`config.mk`:
```
export PLATFORM = sky130hd
export DESIGN_NAME = mr_debounce
export DESIGN_NICKNAME = d
export VERILOG_FILES = /design/src/rtl/mr_debounce_pkg.sv /design/src/rtl/mr_sync.sv /design/src/rtl/mr_run_counter.sv /design/src/rtl/mr_state.sv /design/src/rtl/mr_debounce.sv
export SDC_FILE = /design/constraint.sdc
export NUM_CORES = 1
export LEC_CHECK = 0
export ABC_AREA = 1
export BUFFER_PORTS_ARGS = -buffer_cell sky130_fd_sc_hd__buf_4
export CAP_MARGIN = 10
export CORE_AREA = 2 2 39 41
export CTS_CLUSTER_DIAMETER = 40
export DETAILED_ROUTE_END_ITERATION = 12
export DIE_AREA = 0 0 41 43
export PLACE_DENSITY = 0.37
export SETUP_SLACK_MARGIN = 0.05
export SYNTH_ARGS = -nofsm -noshare
export SYNTH_HDL_FRONTEND = slang
export SYNTH_SLANG_ARGS = --single-unit
```
`constraint.sdc`:
```
create_clock -name clk -period 1.6 [get_ports clk]
set_clock_uncertainty 0.05 [all_clocks]
set_input_delay 0.48 -clock clk [delete_from_list [all_inputs] [get_ports clk]]
set_output_delay 0.48 -clock clk [all_outputs]
set_load 0.02 [all_outputs]
```
`src/rtl/mr_debounce_pkg.sv`:
```
// Shared types and helpers for the push-button reset request filter.
package mr_debounce_pkg;

    // Filter state: waiting for a press, or holding an accepted press.
    typedef enum logic {
        MR_IDLE = 1'b0,
        MR_HELD = 1'b1
    } mr_state_e;

    // Width of a counter that runs 0 .. limit-1, never less than one bit.
    function automatic int unsigned cnt_width(input int unsigned limit);
        return (limit < 2) ? 1 : $clog2(limit);
    endfunction

endpackage

```
`src/rtl/mr_sync.sv`:
```
// Multi-stage synchroniser for an asynchronous level.
// Assumes STAGES >= 2. On reset every stage is loaded with RESET_VAL,
// so the output starts at the idle level of the input.
module mr_sync #(
    parameter int unsigned STAGES    = 2,
    parameter logic        RESET_VAL = 1'b1
) (
    input  logic clk,
    input  logic rst_n,
    input  logic din,
    output logic dout
);
    logic [STAGES-1:0] stage_q;

    // Shift the raw level through the flop chain.
    always_ff @(posedge clk) begin
        if (!rst_n) begin
            stage_q <= {STAGES{RESET_VAL}};
        end else begin
            stage_q <= {stage_q[STAGES-2:0], din};
        end
    end

    assign dout = stage_q[STAGES-1];
endmodule

```
`src/rtl/mr_run_counter.sv`:
```
// Counts ticks during which a level keeps matching a target.
// A cycle without a match clears the count. A tick at limit_m1 raises
// done for that cycle and wraps the count to zero.
// Assumes limit_m1 never exceeds the counter range.
module mr_run_counter #(
    parameter int unsigned CW = 2
) (
    input  logic          clk,
    input  logic          rst_n,
    input  logic          level,
    input  logic          target,
    input  logic          tick,
    input  logic [CW-1:0] limit_m1,
    output logic [CW-1:0] count,
    output logic          done
);
    logic match;

    // Decide whether this cycle ends a complete run.
    always_comb begin
        match = (level == target);
        done  = match && tick && (count == limit_m1);
    end

    // Advance on matching ticks, clear on any mismatch.
    always_ff @(posedge clk) begin
        if (!rst_n) begin
            count <= '0;
        end else if (!match || done) begin
            count <= '0;
        end else if (tick) begin
            count <= count + 1'b1;
        end
    end
endmodule

```
`src/rtl/mr_state.sv`:
```
// Two-state holder for the accepted press.
// It toggles between idle and held on each completed run, and it tells the
// counter which level and which limit to look for next.
module mr_state
    import mr_debounce_pkg::*;
#(
    parameter int unsigned CW = 2
) (
    input  logic          clk,
    input  logic          rst_n,
    input  logic          run_done,
    input  logic [CW-1:0] press_m1,
    input  logic [CW-1:0] release_m1,
    output logic          want_level,
    output logic [CW-1:0] want_m1,
    output logic          req
);
    mr_state_e state_q;

    // Flip state whenever the current run completes.
    always_ff @(posedge clk) begin
        if (!rst_n) begin
            state_q <= MR_IDLE;
        end else if (run_done) begin
            state_q <= (state_q == MR_IDLE) ? MR_HELD : MR_IDLE;
        end
    end

    // Select the level and run length the counter must see next.
    always_comb begin
        want_level = (state_q == MR_HELD);
        want_m1    = (state_q == MR_HELD) ? release_m1 : press_m1;
        req        = (state_q == MR_HELD);
    end
endmodule

```
`src/rtl/mr_debounce.sv`:
```
// Push-button reset request filter (top).
// It synchronises an active-low button and asserts mr_req after
// PRESS_TICKS clean low ticks. It drops mr_req after RELEASE_TICKS clean
// high ticks. Assumes ms_tick is a single-cycle enable and that both
// tick counts are at least 1.
module mr_debounce
    import mr_debounce_pkg::*;
#(
    parameter int unsigned SYNC_STAGES   = 2,
    parameter int unsigned PRESS_TICKS   = 4,
    parameter int unsigned RELEASE_TICKS = 4
) (
    input  logic clk,
    input  logic rst_n,
    input  logic ms_tick,
    input  logic btn_n_raw,
    output logic mr_req
);
    localparam int unsigned MAX_TICKS = (PRESS_TICKS > RELEASE_TICKS) ? PRESS_TICKS : RELEASE_TICKS;
    localparam int unsigned CW        = cnt_width(MAX_TICKS);
    localparam logic [CW-1:0] PRESS_M1   = CW'(PRESS_TICKS - 1);
    localparam logic [CW-1:0] RELEASE_M1 = CW'(RELEASE_TICKS - 1);

    logic          btn_sync;
    logic [CW-1:0] run_cnt;
    logic          run_done;
    logic          want_level;
    logic [CW-1:0] want_m1;

    mr_sync #(
        .STAGES    (SYNC_STAGES),
        .RESET_VAL (1'b1)
    ) i_sync (
        .clk   (clk),
        .rst_n (rst_n),
        .din   (btn_n_raw),
        .dout  (btn_sync)
    );

    mr_run_counter #(
        .CW (CW)
    ) i_count (
        .clk      (clk),
        .rst_n    (rst_n),
        .level    (btn_sync),
        .target   (want_level),
        .tick     (ms_tick),
        .limit_m1 (want_m1),
        .count    (run_cnt),
        .done     (run_done)
    );

    mr_state #(
        .CW (CW)
    ) i_state (
        .clk        (clk),
        .rst_n      (rst_n),
        .run_done   (run_done),
        .press_m1   (PRESS_M1),
        .release_m1 (RELEASE_M1),
        .want_level (want_level),
        .want_m1    (want_m1),
        .req        (mr_req)
    );
endmodule

```
==> results of run 1 <==
==> metal layers <==
layer	track usage	share of wire	vias up
met5	0	0	-
met4	0.120	0.084	0
met3	0.0157	0.057	3
met2	0.0688	0.40	8
met1	0.0643	0.46	66
li1	-	-	94
==> flip-flops by register name, indices dropped and copies added (netlist names) <==
register and cells:
i_sync.stage_q 2, i_count.count 2, i_state.req 1
==> worst paths after layout <==
kind                       endpoint  slack, ns  cells after the start
setup / recovery             mr_req       0.29                      1
hold / removal    i_sync.stage_q[1]       0.36                      1
setup reg to reg   i_count.count[1]       0.61                      4
hold reg to reg   i_sync.stage_q[1]       0.36                      1
==> layout make-up <==
type | count | area (sq um)
Fill cell | 152 | 1100
Tap cell | 16 | 20.0
Timing Repair Buffer | 4 | 30.0
Inverter | 4 | 15.0
Sequential cell | 5 | 100
Clock buffer | 4 | 26.3
Multi-Input combinational cell | 17 | 90.1
==> layout by cell type, fill, tap and decap left out <==
cell	Yosys	routed
a21oi_1	2	2
buf_4	0	4
clkbuf_1	0	1
clkbuf_4	0	3
dfxtp_1	5	5
ha_1	1	1
inv_1	4	4
nand2_1	6	6
nand3_1	1	1
nor2_1	3	3
o21a_1	1	1
or2_2	2	2
xnor2_1	1	1
==> cell families after synthesis <==
group / after synthesis / synth area share
and+or+nand+nor: 12 / 0.250
DFF: 5 / 0.488
buffers and inverters: 4 / 0.0731
AOI/OAI and AO/OA: 3 / 0.0854
xor gates and xnor gates: 1 / 0.0427
adders and majority gates: 1 / 0.0610
==> stage by stage <==
stage,cell area [sq um],total power [W],utilization,setup slack (ns),std cells
CTS,282,0.000299,0.203,0.275,50
global route,282,0.000307,0.203,0.241,50
detailed placement,255,0.000147,0.184,0.545,46
floorplan,205,0.000138,-,0.628,26
finish,282,0.000291,0.203,0.291,50
global placement,255,0.000147,0.184,0.550,46
==> power by group through the flow <==
stage          sequential [W]  clock, W  combinational, W
2_1_floorplan        0.000131         0        0.00000728
3_3_place_gp         0.000131         0         0.0000159
3_5_place_dp         0.000131         0         0.0000159
4_1_cts              0.000129  0.000153         0.0000163
5_1_grt              0.000129  0.000159         0.0000182
6_report             0.000129  0.000146         0.0000158
==> impl_metrics.yaml, run 1 <==
grt:
  grt.overflow.total: 0
  grt_antenna_before_repair: 0
  grt_use_total: 0.0633
  grt_start_max_net_pins: 7
  vias_in_the_first_global_route: 169
  grt_first_pass_wirelength_um: 641
sta:
  setup_repair_after_global_routing_missed_its_margin: "false"
  layout_worst_path_cycle_share: 0.818
  final-max-slew-violation-count: 0
  timing.slew.headroom: 0.906
  post-route-min-period_ns: 1.31
  timing_worst_slew_pin_value_ns: 0.141
  fin_worst_hold_slack_ns: 0.359
  fmaxAchievable_mhz: 764
  setup_viol_count_final: 0
  setup_tns_ns: 0
  report.final.hold_viol_count: 0
cells_and_area:
  synth_to_final_area_change_pct: 37.2
  antenna_diode_count: 0
  drive_gt1_frac: 0.265
  design.final.nets: 40
synthesis:
  synth.yosys.seq_area_share: 0.488
  synthTopCellsByArea: "dfxtp_1, nand2_1, inv_1, ha_1, or2_2"
  yosysWarningCount: 0
  post-synth-top-count-cell: "nand2_1"
  synth_top_cell_by_area: "dfxtp_1"
  yosysUniqueCellTypes: 10
  synth-main-ff-cell: "dfxtp_1"
  synth_top_area_share: 0.488
  synthArstFlopShare: 0
  synth.net_count: 31
  synth_edf_count: 0
  synth.avg_cell_area_sq_um: 7.89
  post_synth_inst_count: 26
  yosys-top-cells-count: "nand2_1, dfxtp_1, inv_1"
  syn-cell-area_sq_um: 205
  synth.ff_latch_count: 5
worst_setup_path:
  timing.critical_path.required_ns: 1.07
  worst_setup_path_startpoint: "i_state.req"
  critical_path.cell_chain: "buf_4"
  criticalPathCategory: "reg -> out"
  crit-reg2reg-launch: "i_count.count[0]"
  worst_setup_path_end_kind: "output port"
  setup.worst_path.start_class: "flip-flop"
  worstPathBufferInverterCount: 1
  critical_path.top_delay_family: "flip-flops"
  critPathMaxStageDelay_ns: 0.37
  cp_slowest_cell: "dfxtp_1"
  arrival_time_worst_endpoint_ns: 0.78
  critPathMaxFanout: 4
detailed_routing:
  post-route-drc-count: 0
  ant_nets: 0
  via_per_inst: 3.42
  wl_per_cell_um: 7.42
  vias: 171
  wirelength_um: 371
  drt_first_iter_violations: 1
  drt_pre_antenna_iters: 2
cts:
  clock_sink_count: 5
  ctsLongestPathBuffers: 2
  cts.repair.resized: 0
  tritoncts: "yes"
  clkTransAtPathRegs_ns: 0.04
  post_cts.repair.setup_buffers: 0
  insertion_delay_ns: 0.24
  h-tree-depth: 1
  cell_at_the_root_of_the_clock_tree: "clkbuf_4"
  tritoncts.num_buffers: 3
  ctsHoldBuffers: 0
place:
  buffer_ports.inserted: 4
  post_detailed_placement_half_perimeter_wirelength_um: 288
  gp_congestion: 0.695
die:
  floorplan.initialDensity: 0.148
  floorplan.die.height_um: 43
  ios: 5
  die_w_um: 41
  core.rowCount: 14
  coreArea_sq_mm: 0.00138
  die_area_sq_mm: 0.00176
power_and_ir_drop:
  clock_power_share: 0.502
  power.share.switching: 0.206
  net-switching-power_w: 0.0000599
  power_per_cell_area_mw_per_mm2: 1030
  power_leakage_nw: 0.129
  combPwrFrac: 0.054
  power.sequential.fraction: 0.444
  max-vdd-ir-drop_uv: 283
  power_report.internal_total_w: 0.000231
hold_path:
  timing.hold.worst.start: "i_sync.stage_q[0]"
  holdCritPathClass: "reg -> reg"
run_status:
  run_status: "finished clean"
job:
  cap_viol_max_count: 0
No activity file was read; power rests on OpenSTA's default activity.
==> inputs of run 2 (changes only) <==
- clock period: 1.6 -> 1.3 ns (I/O delays scaled with it)
==> run 2 against run 1 <==
Clock power increased by 18%. Design area increased by 0.44%. First-iteration DRC count increased to 5.0 times the previous value. Utilization increased by 0.090 points. Highest routed layer is now met3.
==> impl_metrics.yaml, run 2 (same netlist as run 1, synthesis figures left out) <==
power_and_ir_drop:
  power.sequential.fraction: 0.454
  clock_power_share: 0.490
  power.share.switching: 0.188
  power_report.internal_total_w: 0.000284
  combPwrFrac: 0.056
  net-switching-power_w: 0.0000659
  max-vdd-ir-drop_uv: 367
  power_per_cell_area_mw_per_mm2: 1240
  power_leakage_nw: 0.129
cells_and_area:
  design.final.nets: 40
  drive_gt1_frac: 0.294
  n_fill_cell: 153
  antenna_diode_count: 0
  synth_to_final_area_change_pct: 37.8
  multi_input_area_sq_um: 90.1
  seqCellArea_sq_um: 101
  layout.cells.most_common: "nand2_1"
  final_cell_mix: "nand2_1, inv_1, dfxtp_1, buf_4"
worst_setup_path:
  critPathMaxFanout: 4
  crit-reg2reg-launch: "i_count.count[0]"
  ff2ff_setup_slack_ns: 0.32
  timing.critical_path.required_ns: 0.86
  arrival_time_worst_endpoint_ns: 0.72
  ff2ff_path_depth: 4
  critPathMaxStageDelay_ns: 0.34
  worst_setup_path_end_kind: "output port"
  reg2reg_capture_point: "i_count.count[0]"
  cp_slowest_cell: "dfxtp_2"
  critical_path.top_delay_family: "flip-flops"
  critical_path.cell_chain: "buf_4"
  setup.worst_path.start_class: "flip-flop"
  worstPathBufferInverterCount: 1
  criticalPathCategory: "reg -> out"
cts:
  cell_at_the_root_of_the_clock_tree: "clkbuf_4"
  clock_sink_count: 5
  insertion_delay_ns: 0.23
  tritoncts: "yes"
  h-tree-depth: 1
  tritoncts.num_buffers: 3
  ctsHoldBuffers: 0
  ctsLongestPathBuffers: 2
  post_cts.repair.setup_buffers: 0
  clkTransAtPathRegs_ns: 0.04
sta:
  setup_viol_count_final: 0
  timing_worst_slew_pin_value_ns: 0.135
  fin_worst_hold_slack_ns: 0.291
  setup_tns_ns: 0
  setup_repair_after_global_routing_missed_its_margin: "false"
  final-max-slew-violation-count: 0
  fmaxAchievable_mhz: 864
  timing.slew.headroom: 0.910
  post-route-min-period_ns: 1.16
  layout_worst_path_cycle_share: 0.891
  report.final.hold_viol_count: 0
grt:
  grt.overflow.total: 0
  vias_in_the_first_global_route: 145
  grt_first_pass_wirelength_um: 531
  grt_start_max_net_pins: 7
  grt_use_total: 0.0483
  grt_antenna_before_repair: 0
detailed_routing:
  via_per_inst: 3.46
  routedLengthMet1_um: 158
  vias: 173
  route.top_layer_used: "met3"
  post-route-drc-count: 0
  met2_wirelength_um: 153
  ant_nets: 0
  wirelength_um: 344
  drt_pre_antenna_iters: 4
  wl_per_cell_um: 6.88
  wl_met3_um: 32
  drt_first_iter_violations: 5
place:
  buffer_ports.inserted: 4
  post_detailed_placement_half_perimeter_wirelength_um: 286
  gp_congestion: 0.689
hold_path:
  holdCritPathClass: "in -> reg"
  timing.hold.worst.start: "btn_n_raw"
  hold_path_depth: 2
  min_delay_worst_endpoint: "i_sync.stage_q[0]"
die:
  die_area_sq_mm: 0.00176
  die_w_um: 41
  core.rowCount: 14
  ios: 5
  floorplan.initialDensity: 0.148
  coreArea_sq_mm: 0.00138
  floorplan.die.height_um: 43
job:
  cap_viol_max_count: 0
run_status:
  run_status: "finished clean"
-- run 2: cell count changes in the layout (fill, tap and decap cells not counted) --
cell / delta
dfxtp_1: -1
dfxtp_2: +1
-- run 2: layer usage --
metal	global-route usage	up-vias
li1	-	95
met1	0.0518	73
met2	0.0594	5
met3	0.0209	0
met4	0.0600	0
met5	0	-
-- run 2: through the flow --
step | util | area, sq um | total power [W] | setup WS [ns] | std cells
2_1_floorplan | - | 205 | 0.000170 | 0.376 | 26
3_3_place_gp | 0.184 | 255 | 0.000181 | 0.342 | 46
3_5_place_dp | 0.184 | 255 | 0.000182 | 0.328 | 46
4_1_cts | 0.203 | 282 | 0.000361 | 0.0866 | 50
5_1_grt | 0.204 | 283 | 0.000377 | 0.100 | 50
6_report | 0.204 | 283 | 0.000350 | 0.142 | 50
-- run 2: cell type report --
type / count / share of cell area
flip-flops and latches: 5 / 0.358
clock buffers: 4 / 0.0929
multi-input cells: 17 / 0.319
well taps: 16 / 0.0708
repair buffers: 4 / 0.106
inverters: 4 / 0.0531
-- run 2: worst max-delay path by stage --
stage / cells past startpoint / end / from
after floorplan: 4 / i_count.count[1] / i_count.count[0]
after global placement: 3 / i_sync.stage_q[0] / rst_n
after detailed placement: 4 / i_count.count[0] / i_count.count[0]
after CTS: 1 / mr_req / i_state.req
after global routing: 1 / mr_req / i_state.req
final: 1 / mr_req / i_state.req
-- run 2: power groups by stage --
| stage | Sequential [W] | Combinational [W] | Clock, W |
|---|---|---|---|
| 6_report | 0.000159 | 0.0000196 | 0.000172 |
| 4_1_cts | 0.000159 | 0.0000199 | 0.000182 |
| 3_3_place_gp | 0.000162 | 0.0000195 | 0 |
| 3_5_place_dp | 0.000162 | 0.0000198 | 0 |
| 5_1_grt | 0.000159 | 0.0000217 | 0.000196 |
| 2_1_floorplan | 0.000161 | 0.00000896 | 0 |
-- run 2: timing repair --
action,in CTS,in global routing
endpoints found under the setup margin,0,1
gates resized for setup,0,1
hold endpoints to repair,0,0
